File: config.mk
export PLATFORM = sky130hd
export DESIGN_NAME = lbk_step_timer
export DESIGN_NICKNAME = d
export VERILOG_FILES = /design/src/rtl/lbk_step_timer.sv
export SDC_FILE = /design/constraint.sdc
export NUM_CORES = 1
export LEC_CHECK = 0
export BUFFER_PORTS_ARGS = -buffer_cell sky130_fd_sc_hd__buf_2
export CAP_MARGIN = 10
export CELL_PAD_IN_SITES_DETAIL_PLACEMENT = 1
export CELL_PAD_IN_SITES_GLOBAL_PLACEMENT = 1
export CORE_UTILIZATION = 47
export CTS_CLUSTER_DIAMETER = 60
export DETAILED_ROUTE_END_ITERATION = 10
export PLACE_DENSITY_LB_ADDON = 0.1
export SYNTH_ARGS = -nofsm -noshare
export SYNTH_HDL_FRONTEND = slang
export SYNTH_SLANG_ARGS = --single-unit
File: constraint.sdc
create_clock -name clk -period 3.1 [get_ports clk]
set_clock_uncertainty 0.05 [all_clocks]
set_input_delay 0.31 -clock clk [delete_from_list [all_inputs] [get_ports clk]]
set_output_delay 0.31 -clock clk [all_outputs]
set_load 0.02 [all_outputs]
File: src/rtl/lbk_step_timer.sv
module lbk_step_timer #(
  parameter int STEP_CYC = 100000,
  parameter int CW       = $clog2(STEP_CYC + 1)
) (
  input  logic          clk,
  input  logic          rst_n,
  input  logic          load,
  input  logic [CW-1:0] duty_raw,
  input  logic          en,
  output logic          apply,
  output logic          sample,
  output logic          wrap
);
  localparam logic [CW-1:0] LAST = CW'(STEP_CYC - 1);
  localparam logic [CW-1:0] ONE  = CW'(1);

  logic [CW-1:0] cyc_q;
  logic [CW-1:0] hi_q;
  logic [CW-1:0] hi_d;

  // keep both phases at least one system cycle long
  always_comb begin
    if (duty_raw == '0)       hi_d = ONE;
    else if (duty_raw > LAST) hi_d = LAST;
    else                      hi_d = duty_raw;
  end

  always_ff @(posedge clk or negedge rst_n) begin
    if (!rst_n)    hi_q <= ONE;
    else if (load) hi_q <= hi_d;
  end

  always_ff @(posedge clk or negedge rst_n) begin
    if (!rst_n)             cyc_q <= '0;
    else if (!en)           cyc_q <= '0;
    else if (cyc_q == LAST) cyc_q <= '0;
    else                    cyc_q <= cyc_q + ONE;
  end

  assign apply  = en && (cyc_q == '0);
  assign sample = en && (cyc_q == hi_q);
  assign wrap   = en && (cyc_q == LAST);

  // a clamped duty gives exactly one sample edge per step
  a_r4_sample_once: assert property (@(posedge clk) disable iff (!rst_n)
    sample |=> !sample);
endmodule

# ---- Word-level counts from Yosys, hierarchy flattened
# Index checks and enable logic that the tools add are counted.
dict set report totals {
  regBits 34
  inputBits 21
  out_inout_bits 3
  elab_cells 15
}
dict set report op_classes {
  add_sub_neg 1
  magnitude_cmp 1
  n_eq_ne 2
  muxes 4
  n_reduce_logical 5
}
# cell n
set op_table {}
lappend op_table {{17-bit 2-to-1 mux} 4}
lappend op_table {{17-bit zero test} 2}
lappend op_table {{17-bit by 1-bit adder with 17-bit output, second input constant} 1}
lappend op_table {{17-bit == test} 1}
lappend op_table {{17-bit == test, second input constant} 1}
lappend op_table {{17-bit > comparator, second input constant} 1}
lappend op_table {{1-bit logical AND} 3}

# ---- Longest topological paths before layout
# Gate-level depths: netlist of run 1.
dict set report depth {
  ltp_word 3
  depth_mapped 7
  depth_no_buf 5
}

# ---- Worst setup path before layout of run 1
# No wires, ideal clock.
dict set report synth_timing {
  path_type {reg2out}
  startpoint {register cyc_q[8]}
  endpoint {output port sample}
  arrival_time_ps 1555
  path_slack_ps 1185
  stages_incl_launch_ff 5
  n_path_buf 0
  cell_sequence {dfrtp_1 > xor2_1 > nor4_1 > nand3_1 > nor4_1}
}
dict set report synth_between {
  elab_chain_len 2
}
# item line_no
set synth_rtl {}
lappend synth_rtl {{from (decl)} 17} ;# logic [CW-1:0] cyc_q;
lappend synth_rtl {{from (signal assigned)} 37} ;# else cyc_q <= cyc_q + ONE;
lappend synth_rtl {{17-bit == test} 41} ;# assign sample = en && (cyc_q == hi_q);
lappend synth_rtl {{1-bit logical AND} 41}
lappend synth_rtl {{to (decl)} 11} ;# output logic sample,
# No other way between the ends.

# ---- Worst setup path in the final report of run 1
dict set report layout_timing {
  startpoint {register cyc_q[0]}
  endpoint {output port sample}
}
# Same word-level chain as after synthesis.

==> results of run 1 <==
final timing paths:
kind | start | endpoint | slack (ns)
setup / recovery | cyc_q[0] | sample | 0.93
hold / removal | rst_n | cyc_q[3] | 0.03
setup reg to reg | cyc_q[0] | cyc_q[14] | 0.98
hold reg to reg | hi_q[0] | hi_q[0] | 0.49
max in group asynchronous | rst_n | hi_q[15] | 2.48
min in group clk | duty_raw[15] | hi_q[15] | 0.24
metal layers:
layer | vias up | part of all wire | track usage
met5 | - | 0 | 0
met4 | 0 | 0.013 | 0.0870
met3 | 8 | 0.031 | 0.0552
met2 | 32 | 0.53 | 0.454
met1 | 765 | 0.43 | 0.314
li1 | 732 | - | -
through the flow:
step | cell area (um^2) | setup slack, ns | total power [mW] | hold WS [ns] | utilization
finish | 2110 | 0.925 | 0.954 | 0.0311 | 0.561
global route | 2110 | 0.839 | 0.995 | 0.102 | 0.561
CTS | 2110 | 0.864 | 0.960 | 0.0567 | 0.561
detailed placement | 2020 | 0.815 | 0.624 | 0.371 | 0.536
global placement | 2020 | 0.896 | 0.614 | 0.358 | 0.536
floorplan | 1920 | 1.19 | 0.573 | -0.0356 | -
logic make-up (layout without fill, tap and decap cells):
group | Yosys count | in the layout | synth area share
multiplexers | 2 | 2 | 0.0118
buffers and inverters | 37 | 55 | 0.0823
AO/OA/AOI/OAI | 32 | 32 | 0.123
XOR/XNOR | 29 | 29 | 0.133
adder cells (fa/ha/maj) | 2 | 2 | 0.0131
flip-flops | 34 | 34 | 0.445
AND/OR/NAND/NOR | 66 | 66 | 0.193
area by class of cell:
| type | instances | share of cell area |
|---|---|---|
| Multi-Input combinational cell | 131 | 0.428 |
| Tap cell | 48 | 0.0284 |
| Clock inverter | 1 | 0.00237 |
| Sequential cell | 34 | 0.403 |
| Inverter | 24 | 0.0426 |
| Clock buffer | 7 | 0.0408 |
| Timing Repair Buffer | 23 | 0.0544 |
power groups by stage:
stage,clock (mW),combinational (mW),sequential [mW]
floorplan,0,0.0794,0.493
global placement,0,0.114,0.501
detailed placement,0,0.122,0.502
CTS,0.342,0.125,0.494
global route,0.363,0.136,0.497
finish,0.339,0.122,0.493
critical path: stages (launching register included):
cell and delay, ns:
dfrtp_1 0.45, xor2_1 0.20, nor4_1 0.32, nand3_1 0.12
nor4_1 0.21, buf_2 0.22
synth_stat cells, drive strengths merged (3+ instances only):
cell type and number:
o32ai 7, nand4 8, nor4 7, nand2 6, inv 24, and4 4, nor2 15, and2 3
xor2 11, nor3 6, o21ai 4, dfrtp 33, o22ai 7, nand3 10, xnor2 18, buf 8
a21oi 10, clkbuf 5
sequential cells by signal, summed over array words and instances (netlist names):
register / flops
hi_q: 17
cyc_q: 17
layout by cell type, fill, tap and decap left out, types with 6 or more instances in the layout:
| master | n |
|---|---|
| o32ai_1 | 7 |
| nand2_1 | 6 |
| xnor2_1 | 18 |
| xor2_1 | 11 |
| dfrtp_1 | 33 |
| nand3_1 | 9 |
| nor2_1 | 15 |
| buf_2 | 23 |
| nand4_1 | 8 |
| inv_1 | 24 |
| o22ai_1 | 7 |
| nor4_1 | 7 |
| a21oi_1 | 9 |
| nor3_1 | 6 |
| clkbuf_8 | 6 |
==> flow_summary.yaml, run 1 <==
synthesis:
  syn_area_per_cell_um2: 9.48
  synthArstFlopShare: 1.00
  synth_top_area_frac: 0.431
  ys_ff_latch: 34
  yosys-top-cells-area: "dfrtp_1 43%, xnor2_1 8.2%, xor2_1 5.0%"
  synth_cells: 202
  ys.flop_type: "dfrtp_1"
  synth_top_cell_by_area: "dfrtp_1"
  synthesis.area_mm2: 0.00192
  synth_edf_count: 0
  ys_warn_count: 0
  synth_seq_area_share: 0.445
  synthesis.nets: 225
  ys_types: 40
sta:
  slew_headroom: 0.454
  finalHoldViolations: 0
  drv_slew: 0
  rsz0062_at_grt: "false"
  setup_violations: 0
  fmax_mhz: 460
  worstMarginPinSlew_ns: 0.817
  min_period_ns: 2.17
  setup_tns_ns: 0
  period_share: 0.702
final_layout:
  diodes: 0
  fill_cells: 438
  multiInputGateArea_um2: 906
  seq_area_um2: 852
  layout-drive-gt1-share: 0.186
  syn2layout_area_growth_pct: 10.4
  nNetsFinal: 242
  fin_cells: 268
cts:
  cts-root-buf: "clkbuf_8"
  cts_tree: "yes"
  clock_latency_ns: 0.29
  post_cts.repair.setup_buffers: 0
  cts_htree_levels: 2
  clock-sinks: 34
  cts_buffers: 5
  cts_buffer_depth: 2
  postCtsHoldBufs: 0
  post_cts_resized: 0
  clk_pin_slew_ns: 0.07
power_and_ir_drop:
  power_density_mw_per_mm2: 451
  leakage_nw: 0.932
  p_sw_frac: 0.265
  p_sw_mw: 0.253
  pwr-share-seq: 0.517
  p_clk_frac: 0.355
  ir_drop_v: 0.000188
  comb_power_share: 0.128
  p_int_mw: 0.701
place:
  dp_cells: 260
  io_buffers: 23
  routabilityCongestion: 0.827
  hpwl_mm: 3.65
floorplan:
  initial_core_util: 0.508
  die_y_um: 65.8
  row_count: 22
  io_pins: 24
  core-area_mm2: 0.00377
  dieArea_mm2: 0.00433
  die_w_um: 65.8
route:
  firstDrtPassIters: 4
  routed_via_density: 5.74
  wl_mm: 4.78
  num_vias: 1537
  wl_per_cell_um: 17.8
  drc: 0
  ant_nets: 0
  drtIter0Drc: 113
global_routing:
  grt_start_max_net_pins: 35
  grt-ovfl-total: 0
  grt_use_total: 0.260
  grt_pass1_vias: 1659
  antenna_found_initial: 0
  grt_first_pass_wirelength_mm: 8.18
critical_path:
  criticalPathCategory: "flop to output pin"
  cp.arrival_ns: 1.81
  start_kind: "flop"
  crit_fanout: 6
  cp-end-kind: "output pin"
  reg2regPathDepth: 5
  required_ns: 2.74
outcome:
  status: "completed"
flow_run:
  maxCapViolCount: 0
worst_hold_path:
  hold_class: "primary input to asynchronous set/reset pin"
(Power assumes the default switching activity.)
==> run 2, diff against run 1 <==
- CORE_UTILIZATION: 47 -> 44
- clock period: 3.1 -> 2.08 ns (I/O delays scaled with it)
==> flow_summary.yaml, run 2 (same netlist as run 1, synthesis figures left out) <==
outcome:
  status: "completed"
power_and_ir_drop:
  p_sw_mw: 0.384
  leakage_nw: 0.948
  power_density_mw_per_mm2: 666
  p_clk_frac: 0.356
  pwr-share-seq: 0.514
  ir_drop_v: 0.000388
  p_int_mw: 1.05
  p_sw_frac: 0.268
  comb_power_share: 0.130
floorplan:
  core-area_mm2: 0.00409
  io_pins: 24
  initial_core_util: 0.469
  die_y_um: 68.0
  dieArea_mm2: 0.00462
  die_w_um: 68.0
  row_count: 23
cts:
  cts_buffer_depth: 2
  clk_pin_slew_ns: 0.07
  clock-sinks: 34
  cts_buffers: 5
  cts_tree: "yes"
  clock_latency_ns: 0.29
  cts-root-buf: "clkbuf_8"
  cts_htree_levels: 2
sta:
  period_share: 0.941
  slew_headroom: 0.470
  rsz0062_at_grt: "false"
  min_period_ns: 1.96
  setup_tns_ns: 0
  holdWs_ns: 0.129
  setup_violations: 0
  drv_slew: 0
  worstMarginPinSlew_ns: 0.795
  finalHoldViolations: 0
  fmax_mhz: 511
final_layout:
  diodes: 0
  syn2layout_area_growth_pct: 12.3
  reg.largest.list: "cyc_q (17), hi_q (17)"
  layout_common_cells: "31 x dfrtp_1, 24 x inv_1, 23 x buf_2, 18 x xnor2_1, 15 x nor2_1"
  nNetsFinal: 246
  final_common_cell: "dfrtp_1"
  layout-drive-gt1-share: 0.205
route:
  wl_per_cell_um: 18.7
  ant_nets: 0
  drtIter0Drc: 121
  firstDrtPassIters: 4
  wl_mm: 5.11
  drc: 0
  num_vias: 1541
  routed_via_density: 5.62
global_routing:
  grt_pass1_vias: 1611
  grt_use_total: 0.255
  grt_first_pass_wirelength_mm: 8.31
  grt_start_max_net_pins: 35
  grt-ovfl-total: 0
  antenna_found_initial: 0
critical_path:
  required_ns: 1.82
  criticalPathCategory: "flop to output pin"
  crit_fanout: 7
  cp-end-kind: "output pin"
  cp.arrival_ns: 1.70
  start_kind: "flop"
place:
  io_buffers: 23
  hpwl_mm: 3.74
  routabilityCongestion: 0.774
flow_run:
  maxCapViolCount: 0
worst_hold_path:
  hold_class: "primary input to flop"
## run 2: per-layer routing
metal | track usage | vias up | share of wire
li1 | - | 739 | -
met1 | 0.318 | 761 | 0.45
met2 | 0.425 | 33 | 0.50
met3 | 0.0550 | 8 | 0.028
met4 | 0.104 | 0 | 0.022
met5 | 0 | - | 0
## run 2: power by group through the flow
stage | clock (mW) | combinational [mW] | sequential (mW)
finish | 0.510 | 0.186 | 0.737
global route | 0.553 | 0.207 | 0.742
CTS | 0.524 | 0.188 | 0.737
detailed placement | 0 | 0.185 | 0.749
global placement | 0 | 0.176 | 0.748
floorplan | 0 | 0.118 | 0.735
## run 2: critical path, stage by stage, from the launching register on
cell,delay [ns]
dfrtp_2,0.43
ha_1,0.21
and4_2,0.33
nand3_1,0.14
nor2_1,0.13
buf_2,0.17
## run 2: path summary, 6_finish.rpt
check | slack, ns | start | end | cells past startpoint
setup reg to reg | 0.28 | cyc_q[5] | cyc_q[15] | 4
hold / removal | 0.13 | duty_raw[16] | hi_q[16] | 2
setup / recovery | 0.12 | cyc_q[0] | wrap | 5
min in group asynchronous | 0.49 | rst_n | cyc_q[2] | 2
max in group asynchronous | 0.94 | rst_n | cyc_q[0] | 2
hold reg to reg | 0.47 | cyc_q[0] | cyc_q[0] | 1
## run 2: final cells by class
type / count / area (um^2)
fillers: 491 / 1930
well taps: 50 / 62.6
flip-flops and latches: 34 / 855
multi-input cells: 131 / 906
clock inverters: 1 / 5.00
inverters: 24 / 90.1
clock buffers: 7 / 86.3
repair buffers: 27 / 148
## run 2: per-stage QoR
step / total power, mW / instance area, um^2 / utilization / worst slack [ns] / cells
finish: 1.43 / 2150 / 0.527 / 0.122 / 274
global route: 1.50 / 2150 / 0.527 / 0.000612 / 274
CTS: 1.45 / 2150 / 0.526 / 0.0530 / 274
detailed placement: 0.934 / 2050 / 0.501 / -0.00518 / 265
global placement: 0.924 / 2050 / 0.501 / 0.171 / 265
floorplan: 0.853 / 1920 / - / 0.267 / 202
## run 2: what timing repair did
item	in CTS	in global routing
hold buffers	1	0
endpoints found under the hold margin	33	0
setup buffers	0	0
gates resized for setup	0	2
endpoints found under the setup margin	0	1
